**src/rtl/ccgen_pkg.sv**
```systemverilog
`timescale 1ns/1ps
package ccgen_pkg;

  typedef enum logic [1:0] {
    OP_ADD  = 2'd0,
    OP_SUB  = 2'd1,
    OP_ADDX = 2'd2,
    OP_SUBX = 2'd3
  } ccgen_op_e;

  typedef enum logic [1:0] {
    SZ_BYTE = 2'd0,
    SZ_HALF = 2'd1,
    SZ_WORD = 2'd2,
    SZ_WIDE = 2'd3
  } ccgen_size_e;

endpackage

```
**src/rtl/ccgen_addsub.sv**
```systemverilog
`timescale 1ns/1ps
module ccgen_addsub #(
  parameter int DATA_W = 32
) (
  input  logic [DATA_W-1:0] a_i,
  input  logic [DATA_W-1:0] b_i,
  input  logic              sub_i,
  input  logic              cin_i,
  output logic [DATA_W-1:0] res_o
);

  logic [DATA_W-1:0] cin_ext;

  always_comb begin
    cin_ext = {{(DATA_W-1){1'b0}}, cin_i};
    if (sub_i) res_o = a_i - b_i - cin_ext;
    else       res_o = a_i + b_i + cin_ext;
  end

endmodule

```
**src/rtl/ccgen_lane_flags.sv**
```systemverilog
`timescale 1ns/1ps
module ccgen_lane_flags #(
  parameter int LANE_W = 8
) (
  input  logic [LANE_W-1:0] a_i,
  input  logic [LANE_W-1:0] b_i,
  input  logic [LANE_W-1:0] res_i,
  input  logic              sub_i,
  input  logic              cin_i,
  output logic              n_o,
  output logic              z_o,
  output logic              v_o,
  output logic              c_o
);

  localparam int MSB = LANE_W - 1;

  logic [LANE_W-1:0] ovf_vec;

  always_comb begin
    n_o = res_i[MSB];
    z_o = (res_i == '0);
    if (sub_i) begin
      c_o     = cin_i ? (a_i <= b_i) : (a_i < b_i);
      ovf_vec = (a_i ^ res_i) & (a_i ^ b_i);
    end else begin
      c_o     = cin_i ? (res_i <= b_i) : (res_i < b_i);
      ovf_vec = (b_i ^ res_i) & ~(a_i ^ b_i);
    end
    v_o = ovf_vec[MSB];
  end

  always_comb begin

    if (sub_i && !cin_i && (a_i == b_i)) begin
      lane_equal_chk: assert (z_o && !c_o && !v_o)
        else $error("equal operands must subtract to zero with no borrow");
    end

    if (!sub_i && !cin_i && (b_i == '0)) begin
      add_zero_chk: assert (!c_o && !v_o)
        else $error("adding zero must not carry or overflow");
    end
  end

endmodule

```
**src/rtl/ccgen_flag_unit.sv**
```systemverilog
`timescale 1ns/1ps
module ccgen_flag_unit
  import ccgen_pkg::*;
#(
  parameter int DATA_W = 32
) (
  input  logic [DATA_W-1:0] opa_i,
  input  logic [DATA_W-1:0] opb_i,
  input  logic [1:0]        op_i,
  input  logic [1:0]        size_i,
  input  logic              x_i,
  input  logic              z_prev_i,
  output logic [DATA_W-1:0] result_o,
  output logic              n_o,
  output logic              z_o,
  output logic              v_o,
  output logic              c_o,
  output logic              x_o
);

  localparam int NUM_LANES = $clog2(DATA_W / 8) + 1;
  localparam int SEL_W     = (NUM_LANES > 1) ? $clog2(NUM_LANES) : 1;
  localparam logic [SEL_W-1:0] TOP_LANE = SEL_W'(NUM_LANES - 1);

  ccgen_op_e        op;
  logic             is_sub;
  logic             is_ext;
  logic             cin;
  logic [SEL_W-1:0] lane_sel;

  logic [NUM_LANES-1:0] lane_n;
  logic [NUM_LANES-1:0] lane_z;
  logic [NUM_LANES-1:0] lane_v;
  logic [NUM_LANES-1:0] lane_c;

  always_comb begin
    op     = ccgen_op_e'(op_i);
    is_sub = (op == OP_SUB) || (op == OP_SUBX);
    is_ext = (op == OP_ADDX) || (op == OP_SUBX);
    cin    = is_ext & x_i;
    if ((op == OP_SUB) && (SEL_W'(size_i) < TOP_LANE)) lane_sel = SEL_W'(size_i);
    else                                              lane_sel = TOP_LANE;
  end

  ccgen_addsub #(.DATA_W(DATA_W)) u_addsub (
    .a_i   (opa_i),
    .b_i   (opb_i),
    .sub_i (is_sub),
    .cin_i (cin),
    .res_o (result_o)
  );

  for (genvar g = 0; g < NUM_LANES; g++) begin : g_lane
    localparam int LW = 8 << g;
    ccgen_lane_flags #(.LANE_W(LW)) u_lane (
      .a_i   (opa_i[LW-1:0]),
      .b_i   (opb_i[LW-1:0]),
      .res_i (result_o[LW-1:0]),
      .sub_i (is_sub),
      .cin_i (cin),
      .n_o   (lane_n[g]),
      .z_o   (lane_z[g]),
      .v_o   (lane_v[g]),
      .c_o   (lane_c[g])
    );
  end

  always_comb begin
    n_o = lane_n[lane_sel];
    v_o = lane_v[lane_sel];
    c_o = lane_c[lane_sel];
    x_o = lane_c[lane_sel];
    z_o = is_ext ? (lane_z[lane_sel] & z_prev_i) : lane_z[lane_sel];
  end

  always_comb begin

    if (is_ext && z_o) begin
      ext_z_hold_chk: assert (z_prev_i && (result_o == '0))
        else $error("extended zero flag set without prior zero");
    end

    if (is_ext && (result_o != '0)) begin
      ext_z_clear_chk: assert (!z_o)
        else $error("extended zero flag kept on nonzero result");
    end

    if (op == OP_ADD) begin
      add_sign_chk: assert (n_o == result_o[DATA_W-1])
        else $error("add negative flag disagrees with result sign");
    end

    if ((op == OP_SUBX) && x_i && (opa_i == opb_i)) begin
      subx_equal_chk: assert (c_o && (result_o == '1))
        else $error("extended subtract of equal operands must borrow");
    end
  end

endmodule

```
**config.mk**
```make
export PLATFORM = sky130hd
export DESIGN_NAME = ccgen_flag_unit
export DESIGN_NICKNAME = d
export VERILOG_FILES = /design/src/rtl/ccgen_pkg.sv /design/src/rtl/ccgen_addsub.sv /design/src/rtl/ccgen_lane_flags.sv /design/src/rtl/ccgen_flag_unit.sv
export SDC_FILE = /design/constraint.sdc
export NUM_CORES = 1
export LEC_CHECK = 0
export BUFFER_PORTS_ARGS = -buffer_cell sky130_fd_sc_hd__buf_2
export CAP_MARGIN = 20
export CORE_MARGIN = 10
export CORE_UTILIZATION = 50
export DETAILED_ROUTE_END_ITERATION = 12
export PLACE_DENSITY_LB_ADDON = 0.12
export SYNTH_ARGS = -nofsm -noshare
export SYNTH_HDL_FRONTEND = slang
export SYNTH_SLANG_ARGS = --single-unit
```
**constraint.sdc**
```tcl
create_clock -name vclk -period 7.61
set_input_delay 1.1415 -clock vclk [all_inputs]
set_output_delay 1.1415 -clock vclk [all_outputs]
set_load 0.01 [all_outputs]
```
==> reports/results.ini <==
[outcome]
status = finished, final reports clean

[yosys]
synth_nets = 1147
synthTopCellsByArea = ha_1 (29%), inv_1 (7.7%), a21oi_1 (6.8%)
synth_area_sq_um = 6560
yosysTopAreaCellShare_pct = 29.4
synthCells = 919
yosys_warnings = 0
avgSynthCellArea_sq_um = 7.14
ys_seq_area_share_pct = 0
synth_cell_types = 80
synth.largest_area_cell = ha_1

[worst_hold_path]
whs_endpoint = z_o
min_path_cells = 5
hold_start = size_i[1]
hp-class = input pin to primary output

[grt]
grt.overflow.total = 0
antenna_found_initial = 1
grtUsageTotal_pct = 21.5
grt_pass1_vias = 6750
grt_max_degree = 54
grt_pass1_wl_mm = 33.2

[sta]
max_slew_margin_pct = 45.2
period_share_pct = 96.5
tightest_slew_ns = 0.821
fin_hold_ws_ns = 2.74
period_needed_ns = 7.34
fmax_mhz = 136
finalMaxSlewViolations = 0
setup_tns_ns = 0
setup_viol = 0
hold_viol_final = 0
rsz0062_at_grt = no

[final_layout]
seq_area_sq_um = 0
fin_nets = 1236
drive_above_1_share_pct = 14.3
clkbuf_count = 0
design_area_sq_um = 7170
antennaDiodeCount = 0
area_growth_pct = 9.27
seq_cells = 0

[critical_path]
path_max_fanout = 4
cp-start-kind = input pin
endpoint_kind = primary output
critPathArrivalTime_ns = 6.20
critPathKind = input pin to primary output
required_ns = 6.47

[cts]
post_cts_buffers = 0
cts_hold_buf = 0
cts.repair.resized = 0

[power]
p_int_mw = 0.334
p_switching_mw = 0.515
clkPwrFrac_pct = 0
power_frac_comb_pct = 100.0
p_total_mw = 0.848
seq_power_share_pct = 0
ir_worst_vdd_uv = 47.7
switching_share_pct = 60.6
p_leak_nw = 3.58
power.density_nw_per_um2 = 118

[placement]
hpwl_mm = 18.1
placed_cell_area_sq_um = 7160
port_buffers = 107
gp_congestion = 0.929

[floorplanning]
io_pins = 107
die_w_um = 135
fp.coreArea_sq_um = 12700
dieHeight_um = 135
initial_core_util_pct = 51.6
die_area_sq_um = 18100
num_rows = 41

[drt]
ant_nets = 0
first_pass_iters = 5
drtIter0Drc = 508
vias = 6878
drc = 0
detail_route.wl_per_cell_um = 17.6
drt_wl_total_mm = 20.7
viasPerCell = 5.84

[flow_run]
drv_cap = 0

==> cell families after synthesis <==
kind of cell / Yosys count / synth area share [%]
xor gates and xnor gates: 50 / 6.68
muxes: 20 / 3.17
and+or+nand+nor: 264 / 21.5
buffers and inverters: 165 / 11.1
AOI/OAI and AO/OA: 262 / 27.0
adders and majority gates: 158 / 30.6
==> cells in the mapped netlist (3+ instances only) <==
master       n
ha_1       154
inv_1      135
a21oi_1     89
nand2_1     56
nor2_1      48
o21ai_0     41
xnor2_1     39
nand4_1     28
a21o_1      21
nand3_1     20
nor3_1      19
nor2b_1     17
nor4_1      16
mux2i_1     14
nand2b_1    14
o21bai_1    14
o31ai_1     14
xor2_1      11
buf_6        9
and3_1       8
buf_2        8
o211ai_1     8
a211oi_1     7
o21a_1       7
a31oi_1      6
and2_1       6
clkbuf_1     6
mux2_2       6
buf_4        5
fa_1         4
nand4b_1     4
nor3b_1      4
or3_1        4
a221oi_1     3
o2111ai_1    3
o21ai_1      3
o22ai_1      3
o311a_1      3
o31a_1       3
==> worst max-delay path by stage <==
stage                     startpoint   to
after CTS                   opa_i[5]  x_o
after detailed placement    opa_i[5]  x_o
after global placement       op_i[1]  x_o
after floorplan             opa_i[5]  x_o
after global routing         op_i[1]  c_o
final                        op_i[1]  c_o
==> power by group through the flow <==
| stage | logic, mW | registers (mW) | clock network [mW] |
|---|---|---|---|
| 6_report | 0.848 | 0 | 0 |
| 4_1_cts | 0.843 | 0 | 0 |
| 3_5_place_dp | 0.837 | 0 | 0 |
| 2_1_floorplan | 0.590 | 0 | 0 |
| 5_1_grt | 0.939 | 0 | 0 |
| 3_3_place_gp | 0.839 | 0 | 0 |
==> layout by cell type (no fill, tap or decap), drive strengths merged, types with 21 or more instances in the layout <==
master    n
ha      154
inv     136
buf     116
a21oi    90
nand2    56
nor2     48
o21ai    46
xnor2    39
nand4    28
a21o     21
==> layer usage <==
metal / global-route usage [%] / vias to the layer above / part of all wire, % / routed length [um]
met4: 5.50 / 2 / 2.9 / 607
met3: 2.37 / 39 / 5.2 / 1090
li1: - / 3463 / - / -
met1: 27.6 / 3147 / 46 / 9450
met2: 37.1 / 227 / 46 / 9590
met5: 0 / - / 0.043 / 9
==> cell type report <==
class | instances | area [sq um]
fill | 1363 | 5560
timing repair buffer | 116 | 603
tap | 172 | 215
inverter | 136 | 510
multi-input combinational | 754 | 5840
==> critical path: stages <==
cell and delay [ns]:
buf_2 0.11, nand2_1 0.17, inv_1 0.08, fa_1 0.40
and2b_1 0.18, o21ai_2 0.27, a2111oi_0 0.16, buf_4 0.17
o311ai_1 0.61, o21ai_2 0.20, a211oi_2 0.44, o41ai_1 0.15
xnor2_1 0.23, o21ai_0 0.15, ha_1 0.34, nand4_1 0.11
nor4_1 0.41, nand3_1 0.12, nor4_1 0.28, a21oi_1 0.07
o22ai_1 0.20, buf_2 0.18
==> per-stage QoR <==
stage | util [%] | setup WS (ns) | cells
floorplan | - | 1.08 | 919
global placement | 56.3 | 0.533 | 1178
detailed placement | 56.3 | 0.409 | 1178
CTS | 56.3 | 0.406 | 1178
global route | 56.3 | 0.0148 | 1178
finish | 56.3 | 0.270 | 1178
Power figures use the tool's default switching activity.
